## src/rtl/burst_colgen_pkg.sv

```systemverilog
package burst_colgen_pkg;

  localparam logic [2:0] LEN_1    = 3'b000;
  localparam logic [2:0] LEN_2    = 3'b001;
  localparam logic [2:0] LEN_4    = 3'b010;
  localparam logic [2:0] LEN_8    = 3'b011;
  localparam logic [2:0] LEN_PAGE = 3'b111;

  typedef struct packed {
    logic       full;   // whole-page burst
    logic       ilv;    // effective interleave after legality fix-up
    logic       err;    // interleave requested with full page
    logic [2:0] lg2;    // log2 of fixed burst length
  } mode_cfg_t;

endpackage

```

## src/rtl/burst_colgen_mode.sv

```systemverilog
module burst_colgen_mode
  import burst_colgen_pkg::*;
(
  input  logic [2:0] len_code,
  input  logic       ilv_order,
  output mode_cfg_t  cfg
);

  always_comb begin
    cfg = '0;
    unique case (len_code)
      LEN_2:    cfg.lg2 = 3'd1;
      LEN_4:    cfg.lg2 = 3'd2;
      LEN_8:    cfg.lg2 = 3'd3;
      LEN_PAGE: cfg.full = 1'b1;
      default:  cfg.lg2 = 3'd0;
    endcase
    cfg.ilv = ilv_order & ~cfg.full;
    cfg.err = ilv_order & cfg.full;
  end

endmodule

```

## src/rtl/burst_colgen_seq.sv

```systemverilog
module burst_colgen_seq
  import burst_colgen_pkg::*;
#(
  parameter int unsigned COL_W = 9
) (
  input  logic             clk,
  input  logic             rst_n,
  input  logic             cmd_valid,
  input  logic [COL_W-1:0] start_col,
  input  mode_cfg_t        cfg,
  input  logic             term,
  output logic             active,
  output logic [COL_W-1:0] base,
  output logic [COL_W-1:0] cnt,
  output logic [COL_W-1:0] mask,
  output logic             ilv,
  output logic             err,
  output logic             last
);

  logic [COL_W-1:0] mask_d;
  logic             full_q;

  for (genvar i = 0; i < COL_W; i++) begin : g_mask
    assign mask_d[i] = cfg.full | (int'(cfg.lg2) > i);
  end

  assign last = active & ~full_q & (cnt == mask);

  always_ff @(posedge clk or negedge rst_n) begin
    if (!rst_n) begin
      active <= 1'b0;
      base   <= '0;
      cnt    <= '0;
      mask   <= '0;
      ilv    <= 1'b0;
      full_q <= 1'b0;
      err    <= 1'b0;
    end else if (cmd_valid) begin
      active <= 1'b1;
      base   <= start_col;
      cnt    <= '0;
      mask   <= mask_d;
      ilv    <= cfg.ilv;
      full_q <= cfg.full;
      err    <= cfg.err;
    end else if (active) begin
      if (term || last) active <= 1'b0;
      else              cnt    <= cnt + 1'b1;
    end
  end

endmodule

```

## src/rtl/burst_colgen_addr.sv

```systemverilog
module burst_colgen_addr #(
  parameter int unsigned COL_W = 9
) (
  input  logic [COL_W-1:0] base,
  input  logic [COL_W-1:0] cnt,
  input  logic [COL_W-1:0] mask,
  input  logic             ilv,
  output logic [COL_W-1:0] col
);

  logic [COL_W-1:0] low;

  assign low = ilv ? (base ^ cnt) : (base + cnt);

  for (genvar i = 0; i < COL_W; i++) begin : g_merge
    assign col[i] = mask[i] ? low[i] : base[i];
  end

endmodule

```

## src/rtl/burst_colgen.sv

```systemverilog
module burst_colgen
  import burst_colgen_pkg::*;
#(
  parameter int unsigned COL_W = 9
) (
  input  logic             clk,
  input  logic             rst_n,
  input  logic             cmd_valid,
  input  logic [COL_W-1:0] start_col,
  input  logic [2:0]       len_code,
  input  logic             ilv_order,
  input  logic             term,
  output logic [COL_W-1:0] col_addr,
  output logic             beat_valid,
  output logic             beat_last,
  output logic             mode_err
);

  mode_cfg_t        cfg;
  logic [COL_W-1:0] base, cnt, mask;
  logic             ilv;

  burst_colgen_mode u_mode (
    .len_code  (len_code),
    .ilv_order (ilv_order),
    .cfg       (cfg)
  );

  burst_colgen_seq #(.COL_W(COL_W)) u_seq (
    .clk       (clk),
    .rst_n     (rst_n),
    .cmd_valid (cmd_valid),
    .start_col (start_col),
    .cfg       (cfg),
    .term      (term),
    .active    (beat_valid),
    .base      (base),
    .cnt       (cnt),
    .mask      (mask),
    .ilv       (ilv),
    .err       (mode_err),
    .last      (beat_last)
  );

  burst_colgen_addr #(.COL_W(COL_W)) u_addr (
    .base (base),
    .cnt  (cnt),
    .mask (mask),
    .ilv  (ilv),
    .col  (col_addr)
  );

endmodule

```

## config.mk

```make
export PLATFORM = sky130hd
export DESIGN_NAME = burst_colgen
export DESIGN_NICKNAME = d
export VERILOG_FILES = /design/src/rtl/burst_colgen_pkg.sv /design/src/rtl/burst_colgen_mode.sv /design/src/rtl/burst_colgen_seq.sv /design/src/rtl/burst_colgen_addr.sv /design/src/rtl/burst_colgen.sv
export SDC_FILE = /design/constraint.sdc
export NUM_CORES = 1
export LEC_CHECK = 0
export CORE_MARGIN = 2
export CORE_UTILIZATION = 59
export CTS_BUF_LIST = sky130_fd_sc_hd__clkbuf_8
export DETAILED_ROUTE_END_ITERATION = 8
export PLACE_DENSITY = 0.91
export SETUP_SLACK_MARGIN = 0.2
export SLEW_MARGIN = 0
export SYNTH_ARGS = -nofsm -noshare
export SYNTH_HDL_FRONTEND = slang
export SYNTH_SLANG_ARGS = --single-unit
```

## constraint.sdc

```tcl
create_clock -name clk -period 3.9 [get_ports clk]
set_input_delay 0.39 -clock clk [delete_from_list [all_inputs] [get_ports clk]]
set_output_delay 0.39 -clock clk [all_outputs]
set_load 0.03 [all_outputs]
```

==> Flow_metrics.wiki, run 1 <==
{| class="wikitable"
! Metric !! Value
|-
| Drt drc || 0
|-
| Nets in the synthesized netlist || 197
|-
| Total cell area at the placement stage || 1950 µm²
|-
| Register bit count reported by yosys || 25
|-
| Pwr dens || 329 nW/µm²
|-
| Setup crit start kind || flip-flop
|-
| Number of clock buffers inserted by TritonCTS || 3
|-
| Average detailed-routed wire length per instance || 15.4 µm
|-
| Main flop type after synthesis || sky130_fd_sc_hd__dfrtp_1
|-
| Port Buffer Count || 28
|-
| Gp weighted congestion || 0.893
|-
| Setup clock skew after layout || 0.00135 ns
|-
| Commonest non-fill, non-tap cell in the layout || sky130_fd_sc_hd__clkdlybuf4s50_1
|-
| Required time at the endpoint of the critical path || 3.51 ns
|-
| Mapped Avg Cell Area || 9.77 µm²
|-
| Share of async-settable or async-resettable flops after synthesis || 100%
|-
| Top library cells by usage in the layout, fill and taps aside || 28 x sky130_fd_sc_hd__clkdlybuf4s50_1, 25 x sky130_fd_sc_hd__dfrtp_1, 13 x sky130_fd_sc_hd__nor2_1, 13 x sky130_fd_sc_hd__mux2_2, 13 x sky130_fd_sc_hd__a21oi_1
|-
| Highest net fanout along the worst path || 5
|-
| Number of antenna violations at the first check in global routing || 0
|-
| Final-stage net count || 222
|-
| Clock tree from TritonCTS || yes
|-
| Post-layout minimum cycle time || 3.35 ns
|-
| Clock net sink count || 25
|-
| Layout cells sized above 1 || 11.3%
|-
| Area of the core || 2710 µm²
|-
| Worst setup slack after placement || 0.875 ns
|-
| VDD IR-drop max || 0.262 mV
|-
| Worst slew margin relative to its limit || 26.2%
|-
| Register clock-pin slew on the reported worst setup and hold paths || 0.09 ns
|-
| First-pass GRT wire length || 6.00 mm
|-
| Number of enable-type register cells in the synthesized netlist || 0
|-
| Final design instance area without fill || 1990 µm²
|-
| Number of diodes || 0
|-
| Final count of pins violating max slew || 0
|-
| Post CTS Setup Buffer Count || 0
|-
| Buffer depth of the longest clock path || 2
|-
| Number of optimization iterations in the first detailed-route pass || 4
|-
| Crit end category || primary output
|-
| Aggregate global routing overflow || 0
|-
| Filler cells || 211
|-
| Number of vias in the routed layout || 1361
|-
| Status || completed
|-
| Maximum number of pins on one net before global-route repair || 30
|-
| Summed instance area of the synthesized netlist || 1660 µm²
|-
| Die W || 57.1 µm
|-
| Overall power || 0.000656 W
|-
| Vias per Instance || 6.05
|-
| Initial core utilization || 61.3%
|-
| Die Area || 3250 µm²
|-
| Setup TNS Final || 0 ns
|-
| Post-synthesis instance total || 170
|-
| Area Overhead vs Synth || 20.1%
|-
| Hold violation count in the final report || 0
|-
| Number of placed I/O pins || 29
|-
| Number of max-cap violations || 0
|-
| Setup violation total in the final timing report || 0
|-
| Violation count after the first detailed-route iteration || 29
|-
| Via count of the first global-routing pass || 1396
|-
| Number of warnings reported in the yosys synthesis log || 0
|-
| Least-Margin Pin Slew || 1.10 ns
|-
| Insertion delay to the later sink of the worst-skew pair || 0.27 ns
|-
| Unique cell type count in the Yosys netlist || 42
|-
| Fraction of the yosys area taken by sequential cells || 37.7%
|-
| Setup WS post-layout || 0.549 ns
|-
| Hold-fix buffers at CTS || 0
|-
| Standard-cell rows || 19
|-
| Share of the clock period used by the worst path || 85.9%
|-
| DP HPWL || 2.64 mm
|-
| H-tree lvl count || 1
|-
| Critical path data arrival time || 2.96 ns
|-
| Global-route usage over all layers || 23.4%
|-
| Leakage Power || 0.847 nW
|-
| Class of the worst hold path || reg2reg
|-
| Max Fclk || 0.298 GHz
|-
| DRT Wirelength || 3.46 mm
|-
| Cell at the root of the clock tree || sky130_fd_sc_hd__clkbuf_8
|-
| Number of nets with antenna violations after detailed routing || 0
|-
| Die boundary height || 57.1 µm
|-
| Number of instances resized during post-cts repair || 0
|-
| Setup repair after global routing missed its margin || no
|-
| Critical path class || reg2out
|}
## state kept, by name (all words and copies together) (netlist names)
| name | cells |
|---|---|
| u_seq.ilv | 1 |
| u_seq.mask | 4 |
| u_seq.err | 1 |
| u_seq.base | 9 |
| u_seq.cnt | 9 |
| u_seq.active | 1 |
## path summary, 6_finish.rpt
path / start / end / slack [ns] / depth (start not counted)
setup / recovery: u_seq.cnt[0] / col_addr[8] / 0.55 / 8
hold / removal: u_seq.err / u_seq.err / 0.55 / 2
setup reg to reg: u_seq.cnt[3] / u_seq.cnt[2] / 2.08 / 5
hold reg to reg: u_seq.err / u_seq.err / 0.55 / 2
max in group asynchronous: rst_n / u_seq.cnt[6] / 2.54 / 1
min in group asynchronous: rst_n / u_seq.base[3] / 0.70 / 1
## Yosys cell counts, drive strengths merged, types with 2 or more instances
| cell | n | area, µm² |
|---|---|---|
| or4 | 2 | 18.8 |
| buf | 3 | 15.0 |
| xor2 | 6 | 52.6 |
| inv | 7 | 26.3 |
| ha | 9 | 113 |
| nor2 | 13 | 48.8 |
| nand3 | 10 | 50.1 |
| clkbuf | 5 | 18.8 |
| nor3 | 2 | 15.0 |
| mux2 | 13 | 146 |
| a211oi | 3 | 22.5 |
| nand2 | 5 | 18.8 |
| or3 | 5 | 31.3 |
| mux2i | 4 | 40.0 |
| dfrtp | 25 | 626 |
| xnor2 | 7 | 61.3 |
| o21ai | 9 | 45.0 |
| a21oi | 15 | 82.6 |
| a21o | 3 | 22.5 |
| and3 | 2 | 12.5 |
| o211ai | 2 | 15.0 |
| o31ai | 2 | 15.0 |
| nand3b | 2 | 15.0 |
## layer usage
metal	vias up	part of all wire (%)	global-route usage, %
li1	661	-	-
met1	645	44	28.7
met2	41	49	39.7
met3	14	3.4	3.63
met4	0	3.2	12.6
met5	-	0	0
## critical path, cell delays in order (launching register included)
cell                              delay (ns)
sky130_fd_sc_hd__dfrtp_1                0.46
sky130_fd_sc_hd__ha_1                   0.24
sky130_fd_sc_hd__fa_1                   0.39
sky130_fd_sc_hd__nand3_1                0.14
sky130_fd_sc_hd__a21oi_1                0.10
sky130_fd_sc_hd__o31a_1                 0.27
sky130_fd_sc_hd__xnor2_1                0.13
sky130_fd_sc_hd__o32ai_1                0.24
sky130_fd_sc_hd__clkdlybuf4s50_1        0.71
## through the flow
step	hold slack, ns	util [%]	cells
6_report	0.548	73.6	225
5_1_grt	0.582	73.6	225
3_3_place_gp	0.520	71.8	221
4_1_cts	0.551	73.6	225
3_5_place_dp	0.534	71.8	221
2_1_floorplan	0.0944	-	170
## kinds of logic (layout without fill, tap and decap cells)
| family | count (synthesis) | in the layout | share of synthesized area, % |
|---|---|---|---|
| muxes | 17 | 17 | 11.2 |
| and+or+nand+nor | 49 | 49 | 17.0 |
| DFF | 25 | 25 | 37.7 |
| AOI/OAI and AO/OA | 40 | 40 | 15.1 |
| buffers and inverters | 15 | 39 | 3.62 |
| adders and majority gates | 11 | 11 | 8.59 |
| xor gates and xnor gates | 13 | 13 | 6.86 |
## area by class of cell
| cell class | instances | area, µm² | share of cell area [%] |
|---|---|---|---|
| Multi-Input combinational cell | 130 | 975 | 48.9 |
| Timing Repair Buffer | 28 | 280 | 14.1 |
| Sequential cell | 25 | 626 | 31.4 |
| Clock inverter | 1 | 7.51 | 0.376 |
| Clock buffer | 3 | 41.3 | 2.07 |
| Tap cell | 31 | 38.8 | 1.94 |
| Inverter | 7 | 26.3 | 1.32 |
## where the power goes
group          switching [W]  internal [W]  leakage [nW]
combinational       0.000100     0.0000930         0.507
sequential         0.0000255      0.000277         0.318
clock              0.0000880     0.0000726        0.0217
total               0.000214      0.000443         0.847
Note: power is estimated with default switching activity, not from simulation.
==> run 2: changes to the inputs <==
--- a/config.mk
+++ b/config.mk
@@ -9,7 +9,9 @@
 export CORE_UTILIZATION = 59
 export CTS_BUF_LIST = sky130_fd_sc_hd__clkbuf_8
 export DETAILED_ROUTE_END_ITERATION = 8
+export GPL_TIMING_DRIVEN = 1
 export PLACE_DENSITY = 0.91
+export RECOVER_POWER = 50
 export SETUP_SLACK_MARGIN = 0.2
 export SLEW_MARGIN = 0
 export SYNTH_ARGS = -nofsm -noshare
==> Flow_metrics.wiki, run 2 (synthesized netlist as in run 1, its figures left out) <==
{| class="wikitable"
! Metric !! Value
|-
| Hold-fix buffers at CTS || 0
|-
| Number of nets with antenna violations after detailed routing || 0
|-
| Register clock-pin slew on the reported worst setup and hold paths || 0.09 ns
|-
| Vias per Instance || 6.05
|-
| Share of the clock period used by the worst path || 85.9%
|-
| Number of instances resized during post-cts repair || 0
|-
| Commonest non-fill, non-tap cell in the layout || sky130_fd_sc_hd__dfrtp_1
|-
| Number of vias in the routed layout || 1361
|-
| Buffer depth of the longest clock path || 2
|-
| Setup repair after global routing missed its margin || no
|-
| Global Route met3 Usage || 3.63%
|-
| Cell at the root of the clock tree || sky130_fd_sc_hd__clkbuf_8
|-
| Part of the total power dissipated in the clock network || 24.5%
|-
| Least-Margin Pin Slew || 1.11 ns
|-
| Combinational cell fraction of total power || 29.4%
|-
| Setup violation total in the final timing report || 0
|-
| CP cell instances || ha_1, fa_1, nand3_1, a21oi_1, o31a_1, xnor2_1, o32ai_1, clkdlybuf4s50_1
|-
| Critical path class || reg2out
|-
| Met1 Usage GRT || 28.7%
|-
| Via count of the first global-routing pass || 1396
|-
| Gp weighted congestion || 0.893
|-
| Area Overhead vs Synth || 20.1%
|-
| Layout cells sized above 1 || 11.3%
|-
| Area occupied by multi-input gates || 975 µm²
|-
| Die boundary height || 57.1 µm
|-
| Die Area || 3250 µm²
|-
| Final count of pins violating max slew || 0
|-
| Initial core utilization || 61.3%
|-
| Number of cells traversed by the worst hold path || 2
|-
| Storage cell area || 626 µm²
|-
| Die W || 57.1 µm
|-
| Fraction of power spent switching nets || 32.6%
|-
| Critical path data arrival time || 2.96 ns
|-
| Final-stage net count || 222
|-
| Drt drc || 0
|-
| Filler cells || 211
|-
| Post-layout minimum cycle time || 3.35 ns
|-
| Fin util || 73.6%
|-
| Met2 Track Usage GR || 39.7%
|-
| Average detailed-routed wire length per instance || 15.4 µm
|-
| H-tree lvl count || 1
|-
| Highest net fanout along the worst path || 5
|-
| Post-Place Cells || 221
|-
| Number of cells on the worst reg-to-reg path || 5
|-
| Number of diodes || 0
|-
| Clock tree from TritonCTS || yes
|-
| Top library cells by usage in the layout, fill and taps aside || 25 x sky130_fd_sc_hd__dfrtp_1, 24 x sky130_fd_sc_hd__clkdlybuf4s50_1, 13 x sky130_fd_sc_hd__nor2_1, 13 x sky130_fd_sc_hd__mux2_2, 13 x sky130_fd_sc_hd__a21oi_1
|-
| Crit end category || primary output
|-
| Class of the worst hold path || reg2reg
|-
| Required time at the endpoint of the critical path || 3.51 ns
|-
| Clock net sink count || 25
|-
| Setup clock skew after layout || 0.00144 ns
|-
| Status || completed
|-
| Final instance count without filler cells || 225
|-
| Max stage delay on crit path || 0.71 ns
|-
| Port Buffer Count || 28
|-
| Max Fclk || 0.298 GHz
|-
| Pwr dens || 329 nW/µm²
|-
| Hold violation count in the final report || 0
|-
| Number of antenna violations at the first check in global routing || 0
|-
| Setup crit start kind || flip-flop
|-
| Number of clock buffers inserted by TritonCTS || 3
|-
| Post CTS Setup Buffer Count || 0
|-
| Routing layer with the top usage in global route || met2
|-
| Worst slew margin relative to its limit || 25.4%
|-
| Leakage Power || 0.851 nW
|-
| Relative contribution of sequential cells to total power || 46.1%
|-
| First-pass GRT wire length || 6.00 mm
|-
| Worst path slowest cell || sky130_fd_sc_hd__clkdlybuf4s50_1
|-
| Maximum number of pins on one net before global-route repair || 30
|-
| Aggregate global routing overflow || 0
|-
| Internal Pwr Total || 0.000442 W
|-
| Net switching power figure || 0.000214 W
|-
| Setup TNS Final || 0 ns
|-
| Area of the core || 2710 µm²
|-
| Number of max-cap violations || 0
|-
| Worst hold slack || 0.544 ns
|-
| Number of placed I/O pins || 29
|-
| DRT Wirelength || 3.46 mm
|-
| DP HPWL || 2.64 mm
|-
| Largest registers || u_seq.base (9), u_seq.cnt (9), u_seq.mask (4)
|-
| Standard-cell rows || 19
|-
| VDD IR-drop max || 0.261 mV
|-
| Global-route usage over all layers || 23.4%
|-
| Insertion delay to the later sink of the worst-skew pair || 0.27 ns
|-
| Number of optimization iterations in the first detailed-route pass || 4
|-
| Violation count after the first detailed-route iteration || 29
|-
| Overall power || 0.000655 W
|}
## run 2: cell types whose count changed in the layout (fill, tap and decap cells not counted), sizes merged
| cell | change |
|---|---|
| clkdlybuf4s50 | -4 |
| dlygate4sd3 | +4 |
## run 2: area by class of cell
| class | instances | area share [%] |
|---|---|---|
| clock buffers | 3 | 2.07 |
| clock inverters | 1 | 0.376 |
| inverters | 7 | 1.32 |
| multi-input cells | 130 | 48.9 |
| flip-flops and latches | 25 | 31.4 |
| well taps | 31 | 1.94 |
| repair buffers | 28 | 14.1 |
## run 2: routing by layer
metal	up-vias	wire, µm
li1	662	-
met5	-	0
met4	0	111
met2	43	1700
met1	642	1510
met3	14	130
## run 2: per-stage QoR
| step | setup WS (ns) | area (µm²) |
|---|---|---|
| final | 0.549 | 1990 |
| after global routing | 0.392 | 1990 |
| after CTS | 0.559 | 1990 |
| after detailed placement | 0.875 | 1950 |
| after global placement | 0.968 | 1950 |
| after floorplan | 1.17 | 1660 |
## run 2: path summary, 6_finish.rpt
| check | from | to | slack, ns |
|---|---|---|---|
| min in group asynchronous | rst_n | u_seq.base[3] | 0.77 |
| hold / removal | u_seq.err | u_seq.err | 0.54 |
| max in group asynchronous | rst_n | u_seq.cnt[6] | 2.46 |
| setup reg to reg | u_seq.cnt[3] | u_seq.cnt[2] | 2.08 |
| hold reg to reg | u_seq.err | u_seq.err | 0.54 |
| setup / recovery | u_seq.cnt[0] | col_addr[8] | 0.55 |
## run 2: power groups by stage
stage | Combinational [W] | Sequential (W) | Clock [W]
global route | 0.000209 | 0.000306 | 0.000177
floorplan | 0.000123 | 0.000301 | 0
finish | 0.000192 | 0.000302 | 0.000161
detailed placement | 0.000194 | 0.000308 | 0
CTS | 0.000195 | 0.000302 | 0.000164
global placement | 0.000187 | 0.000305 | 0
## run 2: critical path, delay by kind of cell (launching register included)
kind,cells,cell delay (ns)
compound gates,3,0.61
flops,1,0.46
fa+ha+maj,2,0.63
buf+inv,1,0.71
simple gates,1,0.14
xor+xnor,1,0.13
==> run 3: changes to the inputs <==
--- a/config.mk
+++ b/config.mk
@@ -6,11 +6,11 @@
 export NUM_CORES = 1
 export LEC_CHECK = 0
 export CORE_MARGIN = 2
-export CORE_UTILIZATION = 59
+export CORE_UTILIZATION = 54
 export CTS_BUF_LIST = sky130_fd_sc_hd__clkbuf_8
 export DETAILED_ROUTE_END_ITERATION = 8
 export GPL_TIMING_DRIVEN = 1
-export PLACE_DENSITY = 0.91
+export PLACE_DENSITY = 0.84
 export RECOVER_POWER = 50
 export SETUP_SLACK_MARGIN = 0.2
 export SLEW_MARGIN = 0
==> constraint.sdc (replaced) <==
create_clock -name clk -period 3.4 [get_ports clk]
set_input_delay 0.34 -clock clk [delete_from_list [all_inputs] [get_ports clk]]
set_output_delay 0.34 -clock clk [all_outputs]
set_load 0.03 [all_outputs]
==> Flow_metrics.wiki, run 3 (synthesized netlist as in run 1, its figures left out) <==
{| class="wikitable"
! Metric !! Value
|-
| Number of vias in the routed layout || 1378
|-
| Beginning of the critical path || u_seq.cnt[1]
|-
| Cell at the root of the clock tree || sky130_fd_sc_hd__clkbuf_8
|-
| Number of antenna violations at the first check in global routing || 0
|-
| Number of placed I/O pins || 29
|-
| Pwr dens || 375 nW/µm²
|-
| R2R Setup Slk || 1.63 ns
|-
| Reg-to-Reg Start || u_seq.cnt[3]
|-
| Worst setup slack after placement || 0.451 ns
|-
| Crit end category || primary output
|-
| Post CTS Setup Buffer Count || 0
|-
| Internal Pwr Total || 0.000505 W
|-
| Worst hold slack || 0.547 ns
|-
| Aggregate global routing overflow || 0
|-
| Number of optimization iterations in the first detailed-route pass || 4
|-
| Setup repair after global routing missed its margin || no
|-
| Final count of pins violating max slew || 0
|-
| Class of the worst hold path || reg2reg
|-
| Maximum number of pins on one net before global-route repair || 30
|-
| Drt drc || 0
|-
| Die W || 59.5 µm
|-
| Commonest non-fill, non-tap cell in the layout || sky130_fd_sc_hd__dfrtp_1
|-
| Setup crit start kind || flip-flop
|-
| Clock net sink count || 25
|-
| Number of clock buffers inserted by TritonCTS || 3
|-
| Vias per Instance || 6.07
|-
| Number of max-cap violations || 0
|-
| Setup WS post-layout || 0.387 ns
|-
| Global-route usage over all layers || 23.4%
|-
| DP HPWL || 2.72 mm
|-
| Share of the clock period used by the worst path || 88.6%
|-
| Post-layout minimum cycle time || 3.01 ns
|-
| Combinational cell fraction of total power || 29.1%
|-
| Worst slew margin relative to its limit || 22.0%
|-
| Setup TNS Final || 0 ns
|-
| Highest net fanout along the worst path || 6
|-
| Average detailed-routed wire length per instance || 15.6 µm
|-
| Clock tree from TritonCTS || yes
|-
| Part of the total power dissipated in the clock network || 24.7%
|-
| Register clock-pin slew on the reported worst setup and hold paths || 0.09 ns
|-
| Standard-cell rows || 20
|-
| Least-Margin Pin Slew || 1.17 ns
|-
| Critical path class || reg2out
|-
| DRT Wirelength || 3.55 mm
|-
| Die boundary height || 59.5 µm
|-
| Die Area || 3530 µm²
|-
| Final-stage net count || 222
|-
| Worst Setup EP || col_addr[5]
|-
| Insertion delay to the later sink of the worst-skew pair || 0.28 ns
|-
| Overall power || 0.000750 W
|-
| Area of the core || 2980 µm²
|-
| Setup clock skew after layout || 0.00567 ns
|-
| Number of diodes || 0
|-
| Relative contribution of sequential cells to total power || 46.2%
|-
| Status || completed
|-
| Max Fclk || 0.332 GHz
|-
| Setup violation total in the final timing report || 0
|-
| Number of nets with antenna violations after detailed routing || 0
|-
| Fin util || 67.3%
|-
| Top library cells by usage in the layout, fill and taps aside || 25 x sky130_fd_sc_hd__dfrtp_1, 21 x sky130_fd_sc_hd__clkdlybuf4s50_1, 13 x sky130_fd_sc_hd__nor2_1, 13 x sky130_fd_sc_hd__mux2_2, 13 x sky130_fd_sc_hd__a21oi_1
|-
| H-tree lvl count || 1
|-
| Port Buffer Count || 28
|-
| Violation count after the first detailed-route iteration || 40
|-
| Number of cells on the worst reg-to-reg path || 5
|-
| Buffer depth of the longest clock path || 2
|-
| Layout cells sized above 1 || 11.9%
|-
| Via count of the first global-routing pass || 1398
|-
| Net switching power figure || 0.000245 W
|-
| Filler cells || 239
|-
| Critical path data arrival time || 2.67 ns
|-
| Initial core utilization || 55.8%
|-
| Largest registers || u_seq.base (9), u_seq.cnt (9), u_seq.mask (4)
|-
| Fraction of power spent switching nets || 32.6%
|-
| First-pass GRT wire length || 6.22 mm
|-
| Gp weighted congestion || 0.908
|-
| Leakage Power || 0.869 nW
|-
| Required time at the endpoint of the critical path || 3.06 ns
|-
| Reg-to-reg critical path endpoint || u_seq.cnt[2]
|-
| VDD IR-drop max || 0.225 mV
|-
| Hold violation count in the final report || 0
|-
| Area Overhead vs Synth || 20.6%
|-
| Hold-fix buffers at CTS || 0
|}
==> run 3: cell types whose count changed in the layout (fill, tap and decap cells not counted) <==
| cell | delta |
|---|---|
| sky130_fd_sc_hd__ha_2 | +1 |
| sky130_fd_sc_hd__ha_1 | -1 |
| sky130_fd_sc_hd__dlymetal6s2s_1 | +2 |
| sky130_fd_sc_hd__dlygate4sd2_1 | +1 |
| sky130_fd_sc_hd__clkdlybuf4s50_1 | -3 |
==> run 3: worst min path at each step <==
stage / startpoint / endpoint / slack (ns) / cells after the start
floorplan: rst_n / u_seq.active / 0.04 / 0
global route: u_seq.base[8] / u_seq.base[8] / 0.58 / 1
global placement: u_seq.err / u_seq.err / 0.52 / 2
finish: u_seq.err / u_seq.err / 0.55 / 2
detailed placement: u_seq.err / u_seq.err / 0.54 / 2
CTS: u_seq.err / u_seq.err / 0.56 / 2
==> run 3: area by class of cell <==
| type | count | area [µm²] | share of cell area (%) |
|---|---|---|---|
| timing repair buffer | 28 | 284 | 14.2 |
| clock inverter | 1 | 7.51 | 0.375 |
| clock buffer | 3 | 41.3 | 2.06 |
| sequential | 25 | 626 | 31.2 |
| tap | 33 | 41.3 | 2.06 |
| inverter | 7 | 26.3 | 1.31 |
| multi-input combinational | 130 | 977 | 48.8 |
==> run 3: timing repair <==
item                                    4_1_cts  5_1_grt
endpoints found under the setup margin        1        2
gates resized for setup                       1        3
gates cloned                                  0        0
==> run 3: worst max-delay path, cell delays in order (launching register included) <==
cell	delay (ns)
sky130_fd_sc_hd__dfrtp_1	0.48
sky130_fd_sc_hd__ha_1	0.33
sky130_fd_sc_hd__a211oi_1	0.28
sky130_fd_sc_hd__nor3_1	0.12
sky130_fd_sc_hd__a31oi_1	0.23
sky130_fd_sc_hd__xnor2_1	0.13
sky130_fd_sc_hd__mux2_2	0.16
sky130_fd_sc_hd__clkdlybuf4s50_1	0.66
==> run 3: power groups by stage <==
stage          Sequential [W]  Clock (W)  Combinational, W
2_1_floorplan        0.000345          0          0.000142
6_report             0.000346   0.000185          0.000219
4_1_cts              0.000347   0.000194          0.000222
3_5_place_dp         0.000353          0          0.000221
3_3_place_gp         0.000350          0          0.000215
5_1_grt              0.000351   0.000206          0.000239
==> run 3: routing by layer <==
layer | track usage (%) | part of all wire, % | up-vias
met5 | 0 | 0 | -
met4 | 9.74 | 1.8 | 0
met3 | 3.49 | 3.2 | 7
met2 | 41.3 | 52 | 28
met1 | 28.1 | 43 | 677
li1 | - | - | 666
==> run 3: per-stage QoR <==
step	area (µm²)	instances
2_1_floorplan	1660	170
3_3_place_gp	1950	223
3_5_place_dp	1950	223
4_1_cts	2000	227
5_1_grt	2000	227
6_report	2000	227
